`src/rtl/uartbd_pkg.sv`:
```
package uartbd_pkg;

    localparam int ADDR_W = 32;

    // status bit positions, bit 0 = least significant
    localparam int B_OWN  = 15;
    localparam int B_WRAP = 13;
    localparam int B_INT  = 12;
    localparam int B_CONT = 9;
    localparam int B_IDLE = 8;
    localparam int B_BRK  = 5;
    localparam int B_FRM  = 4;
    localparam int B_PAR  = 3;
    localparam int B_OVR  = 1;
    localparam logic [15:0] RSVD_MASK = 16'h4CC5;

    typedef enum logic [2:0] {
        ST_IDLE, ST_F0, ST_F1, ST_F2, ST_F3, ST_STORE, ST_WLEN, ST_WST
    } bd_state_e;

    typedef struct packed {
        logic brk;
        logic frm;
        logic par;
        logic ovr;
    } rx_err_t;

    typedef struct packed {
        logic wrap;
        logic intr;
        logic cont;
    } bd_ctl_t;

    function automatic logic [15:0] pack_status(logic own, bd_ctl_t c,
                                                logic idle_cl, rx_err_t e);
        logic [15:0] s;
        s = '0;
        s[B_OWN]  = own;
        s[B_WRAP] = c.wrap;
        s[B_INT]  = c.intr;
        s[B_CONT] = c.cont;
        s[B_IDLE] = idle_cl;
        s[B_BRK]  = e.brk;
        s[B_FRM]  = e.frm;
        s[B_PAR]  = e.par;
        s[B_OVR]  = e.ovr;
        return s;
    endfunction

endpackage

```
`src/rtl/uartbd_rxhold.sv`:
```
module uartbd_rxhold
    import uartbd_pkg::*;
(
    input  logic       clk,
    input  logic       rst,
    input  logic       rx_valid,
    input  logic [7:0] rx_data,
    input  rx_err_t    rx_err,
    input  logic       consume,
    output logic       pend_v,
    output logic [7:0] pend_d,
    output rx_err_t    pend_e
);
    always_ff @(posedge clk) begin
        if (rst) begin
            pend_v <= 1'b0;
            pend_d <= '0;
            pend_e <= '0;
        end else if (rx_valid) begin
            pend_v <= 1'b1;
            pend_d <= rx_data;
            pend_e <= rx_err;
        end else if (consume) begin
            pend_v <= 1'b0;
        end
    end
endmodule

```
`src/rtl/uartbd_idle.sv`:
```
module uartbd_idle #(
    parameter int IDLE_W = 16
) (
    input  logic              clk,
    input  logic              rst,
    input  logic [IDLE_W-1:0] limit,
    input  logic              armed,
    input  logic              tick,
    input  logic              rx_seen,
    input  logic              clr,
    output logic              hit
);
    logic [IDLE_W-1:0] cnt;

    always_ff @(posedge clk) begin
        if (rst || clr || rx_seen) begin
            cnt <= '0;
        end else if (tick && armed && cnt < limit) begin
            cnt <= cnt + 1'b1;
        end
    end

    assign hit = armed && (limit != '0) && (cnt >= limit);
endmodule

```
`src/rtl/uartbd_events.sv`:
```
module uartbd_events (
    input  logic       clk,
    input  logic       rst,
    input  logic       set_rx,
    input  logic       set_busy,
    input  logic [1:0] clr,
    input  logic [1:0] en,
    output logic       evt_rx,
    output logic       evt_busy,
    output logic       irq
);
    always_ff @(posedge clk) begin
        if (rst) begin
            evt_rx   <= 1'b0;
            evt_busy <= 1'b0;
        end else begin
            if (set_rx)      evt_rx <= 1'b1;
            else if (clr[0]) evt_rx <= 1'b0;
            if (set_busy)    evt_busy <= 1'b1;
            else if (clr[1]) evt_busy <= 1'b0;
        end
    end

    assign irq = (evt_rx && en[0]) || (evt_busy && en[1]);
endmodule

```
`src/rtl/uartbd_ctrl.sv`:
```
module uartbd_ctrl
    import uartbd_pkg::*;
#(
    parameter int LEN_W = 16
) (
    input  logic              clk,
    input  logic              rst,
    input  logic [ADDR_W-1:0] tbl_base,
    input  logic [LEN_W-1:0]  max_len,
    input  logic              pend_v,
    input  logic [7:0]        pend_d,
    input  rx_err_t           pend_e,
    input  logic              idle_hit,
    input  logic [15:0]       mem_rdata,
    output logic              consume,
    output logic              armed,
    output logic              close_now,
    output logic              set_rx,
    output logic              set_busy,
    output logic              mem_req,
    output logic              mem_we,
    output logic [ADDR_W-1:0] mem_addr,
    output logic [15:0]       mem_wdata,
    output logic [1:0]        mem_wstrb
);
    localparam logic [ADDR_W-1:0] BD_STEP = ADDR_W'(8);

    bd_state_e         state;
    logic [ADDR_W-1:0] bd_off;
    logic              loaded;
    bd_ctl_t           ctl;
    logic [15:0]       ptr_hi;
    logic [ADDR_W-1:0] ptr;
    logic [LEN_W-1:0]  len;
    rx_err_t           cl_err;
    logic              cl_idle;

    logic [ADDR_W-1:0] bd_addr;
    logic [ADDR_W-1:0] byte_addr;
    logic              owned;
    logic [LEN_W-1:0]  len_nx;

    assign bd_addr   = tbl_base + bd_off;
    assign byte_addr = ptr + ADDR_W'(len);
    assign owned     = mem_rdata[B_OWN];
    assign len_nx    = len + 1'b1;

    always_ff @(posedge clk) begin
        if (rst) begin
            state   <= ST_IDLE;
            bd_off  <= '0;
            loaded  <= 1'b0;
            ctl     <= '0;
            ptr_hi  <= '0;
            ptr     <= '0;
            len     <= '0;
            cl_err  <= '0;
            cl_idle <= 1'b0;
        end else begin
            unique case (state)
                ST_IDLE: begin
                    if (pend_v) begin
                        state <= loaded ? ST_STORE : ST_F0;
                    end else if (idle_hit) begin
                        cl_idle <= 1'b1;
                        state   <= ST_WLEN;
                    end
                end
                ST_F0: state <= ST_F1;
                ST_F1: begin
                    if (owned) begin
                        ctl   <= '{wrap: mem_rdata[B_WRAP], intr: mem_rdata[B_INT],
                                   cont: mem_rdata[B_CONT]};
                        state <= ST_F2;
                    end else begin
                        state <= ST_IDLE;
                    end
                end
                ST_F2: begin
                    ptr_hi <= mem_rdata;
                    state  <= ST_F3;
                end
                ST_F3: begin
                    ptr    <= ADDR_W'({ptr_hi, mem_rdata});
                    len    <= '0;
                    loaded <= 1'b1;
                    state  <= ST_STORE;
                end
                ST_STORE: begin
                    len <= len_nx;
                    if (pend_e != '0) begin
                        cl_err <= pend_e;
                        state  <= ST_WLEN;
                    end else if (len_nx == max_len) begin
                        state <= ST_WLEN;
                    end else begin
                        state <= ST_IDLE;
                    end
                end
                ST_WLEN: state <= ST_WST;
                ST_WST: begin
                    bd_off  <= ctl.wrap ? '0 : bd_off + BD_STEP;
                    loaded  <= 1'b0;
                    cl_err  <= '0;
                    cl_idle <= 1'b0;
                    state   <= ST_IDLE;
                end
                default: state <= ST_IDLE;
            endcase
        end
    end

    always_comb begin
        mem_req   = 1'b0;
        mem_we    = 1'b0;
        mem_addr  = bd_addr;
        mem_wdata = '0;
        mem_wstrb = 2'b00;
        unique case (state)
            ST_F0: mem_req = 1'b1;
            ST_F1: begin
                mem_req  = owned;
                mem_addr = bd_addr + ADDR_W'(4);
            end
            ST_F2: begin
                mem_req  = 1'b1;
                mem_addr = bd_addr + ADDR_W'(6);
            end
            ST_STORE: begin
                mem_req   = 1'b1;
                mem_we    = 1'b1;
                mem_addr  = byte_addr;
                mem_wdata = {pend_d, pend_d};
                mem_wstrb = byte_addr[0] ? 2'b01 : 2'b10;
            end
            ST_WLEN: begin
                mem_req   = 1'b1;
                mem_we    = 1'b1;
                mem_addr  = bd_addr + ADDR_W'(2);
                mem_wdata = 16'(len);
                mem_wstrb = 2'b11;
            end
            ST_WST: begin
                mem_req   = 1'b1;
                mem_we    = 1'b1;
                mem_wdata = pack_status(ctl.cont && (cl_err == '0), ctl, cl_idle, cl_err);
                mem_wstrb = 2'b11;
            end
            default: ;
        endcase
    end

    assign consume   = (state == ST_STORE) || (state == ST_F1 && !owned);
    assign set_busy  = (state == ST_F1) && !owned;
    assign set_rx    = (state == ST_WST) && ctl.intr;
    assign close_now = (state == ST_WST);
    assign armed     = loaded && (len != '0);
endmodule

```
`src/rtl/uartbd_rx_engine.sv`:
```
module uartbd_rx_engine
    import uartbd_pkg::*;
#(
    parameter int LEN_W  = 16,
    parameter int IDLE_W = 16
) (
    input  logic              clk,
    input  logic              rst,
    input  logic [ADDR_W-1:0] tbl_base,
    input  logic [LEN_W-1:0]  max_len,
    input  logic [IDLE_W-1:0] idle_limit,
    input  logic              rx_valid,
    input  logic [7:0]        rx_data,
    input  logic [3:0]        rx_err,
    input  logic              idle_tick,
    input  logic [1:0]        int_en,
    input  logic [1:0]        evt_clr,
    output logic              mem_req,
    output logic              mem_we,
    output logic [ADDR_W-1:0] mem_addr,
    output logic [15:0]       mem_wdata,
    output logic [1:0]        mem_wstrb,
    input  logic [15:0]       mem_rdata,
    output logic              evt_rx,
    output logic              evt_busy,
    output logic              irq
);
    logic       pend_v;
    logic [7:0] pend_d;
    rx_err_t    pend_e;
    logic       consume, armed, close_now, idle_hit, set_rx, set_busy;

    uartbd_rxhold u_hold (
        .clk(clk), .rst(rst), .rx_valid(rx_valid), .rx_data(rx_data),
        .rx_err(rx_err_t'(rx_err)), .consume(consume),
        .pend_v(pend_v), .pend_d(pend_d), .pend_e(pend_e)
    );

    uartbd_idle #(.IDLE_W(IDLE_W)) u_idle (
        .clk(clk), .rst(rst), .limit(idle_limit), .armed(armed),
        .tick(idle_tick), .rx_seen(rx_valid), .clr(close_now), .hit(idle_hit)
    );

    uartbd_ctrl #(.LEN_W(LEN_W)) u_ctrl (
        .clk(clk), .rst(rst), .tbl_base(tbl_base), .max_len(max_len),
        .pend_v(pend_v), .pend_d(pend_d), .pend_e(pend_e), .idle_hit(idle_hit),
        .mem_rdata(mem_rdata), .consume(consume), .armed(armed),
        .close_now(close_now), .set_rx(set_rx), .set_busy(set_busy),
        .mem_req(mem_req), .mem_we(mem_we), .mem_addr(mem_addr),
        .mem_wdata(mem_wdata), .mem_wstrb(mem_wstrb)
    );

    uartbd_events u_evt (
        .clk(clk), .rst(rst), .set_rx(set_rx), .set_busy(set_busy),
        .clr(evt_clr), .en(int_en), .evt_rx(evt_rx), .evt_busy(evt_busy), .irq(irq)
    );
endmodule

```
`config.mk`:
```
export PLATFORM = sky130hd
export DESIGN_NAME = uartbd_rx_engine
export DESIGN_NICKNAME = d
export VERILOG_FILES = /design/src/rtl/uartbd_pkg.sv /design/src/rtl/uartbd_rxhold.sv /design/src/rtl/uartbd_idle.sv /design/src/rtl/uartbd_events.sv /design/src/rtl/uartbd_ctrl.sv /design/src/rtl/uartbd_rx_engine.sv
export SDC_FILE = /design/constraint.sdc
export NUM_CORES = 1
export LEC_CHECK = 0
export CAP_MARGIN = 20
export CORE_MARGIN = 4
export CORE_UTILIZATION = 45
export DETAILED_ROUTE_END_ITERATION = 6
export GPL_ROUTABILITY_DRIVEN = 0
export PLACE_DENSITY_LB_ADDON = 0.12
export SLEW_MARGIN = 20
export SYNTH_ARGS = -nofsm -noshare
export SYNTH_HDL_FRONTEND = slang
export SYNTH_HIERARCHICAL = 1
export SYNTH_SLANG_ARGS = --single-unit
```
`constraint.sdc`:
```
create_clock -name clk -period 8.2 [get_ports clk]
set_clock_uncertainty 0.2 [all_clocks]
set_input_delay 1.64 -clock clk [delete_from_list [all_inputs] [get_ports clk]]
set_output_delay 1.64 -clock clk [all_outputs]
set_load 0.01 [all_outputs]
```
==> qor.csv <==
stage;metric;value;unit
status;status;completed;
sta;hold_violations;0;
synth;synth_top_family_by_area;simple AND/OR/NAND/NOR gates;
setup_path;arrival;6.17;ns
synth;synth_compound_area_share;24.1;%
synth;synth_cells;1593;
synth;avgSynthCellArea;7.16;um2
routing;first_pass_iters;6;
cts;clock_sinks;136;
sta;slew_viol_final;0;
floorplan;die_h;167;um
setup_path;cp_max_fo;9;
cts;tritoncts;built;
setup_path;crit_path_end_kind;primary output;
cts;post_cts_buffers;0;
layout;n_antenna_cell;0;
synth;synth_mux_area_share;2.48;%
pwr;ir_drop;146;uV
synth;yosys_warnings;6;
job;max_cap_viol_count;0;
sta;setup_tns;0;ns
synth;synth_fp_nets;1761;
synth;netlist_top_cells_area;dfxtp_1, nand2_1, a21oi_1;
grt;grt_pass1_wl;61.3;mm
pwr;p_leak;0.00516;uW
routing;ant_nets;0;
synth;ys.flop_type;dfxtp_1;
grt;grt_overflow_total;0;
sta;slew_headroom;32.4;%
cts;cts_root_buf;clkbuf_16;
cts;ctsResizeCount;0;
layout;layout_common_cells;nand2_1, nor2_1, a21oi_1;
layout;nNetsFinal;1873;
grt;grt_usage;26.8;%
sta;setup_viol;0;
synth;synthArstFlopShare;0;%
hold_path;holdCritPathClass;flip-flop to flip-flop;
synth;synth_top_area_share;23.9;%
cts;cts_hold_buf;0;
setup_path;path_class;input pin to primary output;
setup_path;start_kind;input pin;
synth;synth-edff-count;0;
grt;grt_pass1_vias;11600;
synth;syn_area;0.0114;mm2
sta;rsz0062_at_grt;false;
routing;drc;0;
routing;routedWlPerCell;19.0;um
placed_design;hpwlAfterDp;29.3;mm
synth;synth.distinct_cells;90;
layout;syn_to_final_growth;21.1;%
cts;cts_max_level;4;
floorplan;core-area;0.0250;mm2
sta;fmax;125;MHz
sta;fin_crit_sh;97.6;%
floorplan;num_rows;58;
cts;max-clock-path-buffers;2;
synth;yosys.area_share.xor_xnor;9.27;%
floorplan;io_pins;155;
synth;synth_adder_area_share;7.59;%
floorplan;die_w;167;um
routing;vias;12200;
routing;wl;38.9;mm
routing;viasPerCell;5.97;
cts;clock_latency;0.44;ns
placed_design;numPortBuffers;154;
cts;cts_made_buffers;17;
pwr;power_density;188;mW/mm2
synth;yosysTopAreaCell;dfxtp_1;
sta;finalCriticalPeriod;8.01;ns
layout;final_common_cell;nand2_1;
grt;grt_max_degree;93;
layout;drive_gt1_share;5.59;%
cts;clk_pin_slew;0.06;ns
routing;drt_iter0_drc;1248;
synth;synthSimpleGateAreaFrac;27.8;%
sta;tightest_slew;1.01;ns
floorplan;start_util;45.6;%
setup_path;worstPathRequired;6.36;ns
synth;ys_seq_elements;136;
grt;antenna_found_initial;0;
floorplan;fp.dieArea;0.0280;mm2
pwr;total_power;2600;uW
synth;ys_seq_area_share;23.9;%
[cell usage after synthesis, drive strengths merged, types with 8 or more instances]
library cell / number
nor4: 21
o21ai: 78
dfxtp: 136
or3: 23
mux2i: 26
buf: 21
nand4: 32
o211ai: 9
clkbuf: 69
a21o: 19
inv: 45
xor2: 50
and2: 12
o31ai: 16
ha: 66
nand3: 56
and3: 33
o21a: 14
nand2: 242
a22oi: 10
a21oi: 169
nor3: 35
xnor2: 70
nor2: 171
and4: 10
a31oi: 10
nor2b: 13
a2bb2oi: 8
o22ai: 11
a211oi: 24
[path summary, 6_finish.rpt]
| kind | endpoint | startpoint | cells past startpoint | slack [ns] |
|---|---|---|---|---|
| worst max-delay path | mem_addr[30] | tbl_base[7] | 14 | 0.19 |
| worst min-delay path | u_ctrl/ptr_hi[14] | u_ctrl/ptr_hi[14] | 2 | 0.25 |
| worst max register to register | u_ctrl/bd_off[30] | u_ctrl/state[0] | 11 | 3.89 |
| worst min register to register | u_ctrl/ptr_hi[14] | u_ctrl/ptr_hi[14] | 2 | 0.25 |
[state kept, by name, indices dropped and copies added, names as in the netlist]
register        cells
u_ctrl/ptr         32
u_evt/evt_busy      1
u_ctrl/bd_off      29
u_ctrl/state        3
u_hold/pend_v       1
u_ctrl/cl_idle      1
u_ctrl/ptr_hi      16
u_ctrl/cl_err       4
u_hold/pend_e       4
u_ctrl/len         16
u_ctrl/loaded       1
u_evt/evt_rx        1
u_idle/cnt         16
u_hold/pend_d       8
u_ctrl/ctl          3
[final cells by class]
| cell class | instances | area, um2 |
|---|---|---|
| inverters | 47 | 176 |
| clock inverters | 15 | 173 |
| well taps | 330 | 413 |
| multi-input cells | 1320 | 8160 |
| fillers | 2435 | 11200 |
| flip-flops and latches | 136 | 2720 |
| repair buffers | 183 | 1750 |
| clock buffers | 17 | 425 |
[critical path, cell delays in order]
cell	delay, ns
clkdlybuf4s50_1	0.42
ha_1	0.42
and2_1	0.23
a22o_2	0.27
o31ai_4	0.40
xor2_1	0.16
and4bb_2	0.40
nand4_1	0.15
or3_4	0.41
or4_4	0.54
o21a_1	0.19
o2bb2a_4	0.21
o31a_1	0.23
clkdlybuf4s50_1	0.48
[report_power, final]
part | total, uW | switching, uW | internal (uW) | leakage [uW]
sequential | 735 | 35.8 | 699 | 0.00110
combinational | 1070 | 659 | 415 | 0.00377
clock | 789 | 378 | 411 | 0.000283
total | 2600 | 1070 | 1530 | 0.00516
[metal layers]
metal	GRT usage (%)	wire length, um	vias to the layer above
li1	-	-	5927
met1	35.1	16800	5653
met2	43.0	17400	531
met3	5.69	2860	122
met4	11.1	1720	0
met5	0	0	-
[per-stage QoR]
step	util, %	instance area (um2)	hold WS, ns	std cells	worst slack [ns]
global placement	52.8	13200	0.237	2016	0.288
detailed placement	52.8	13200	0.243	2016	0.202
global route	55.2	13800	0.266	2048	0.0555
finish	55.2	13800	0.254	2048	0.194
CTS	55.1	13800	0.256	2048	0.185
floorplan	-	11400	0.232	1593	1.32
[kinds of logic after synthesis]
family	after synthesis
simple gates	677
mux	28
flops	136
fa+ha+maj	68
xor+xnor	120
buf+inv	137
compound gates	427
Power figures use the tool's default switching activity.
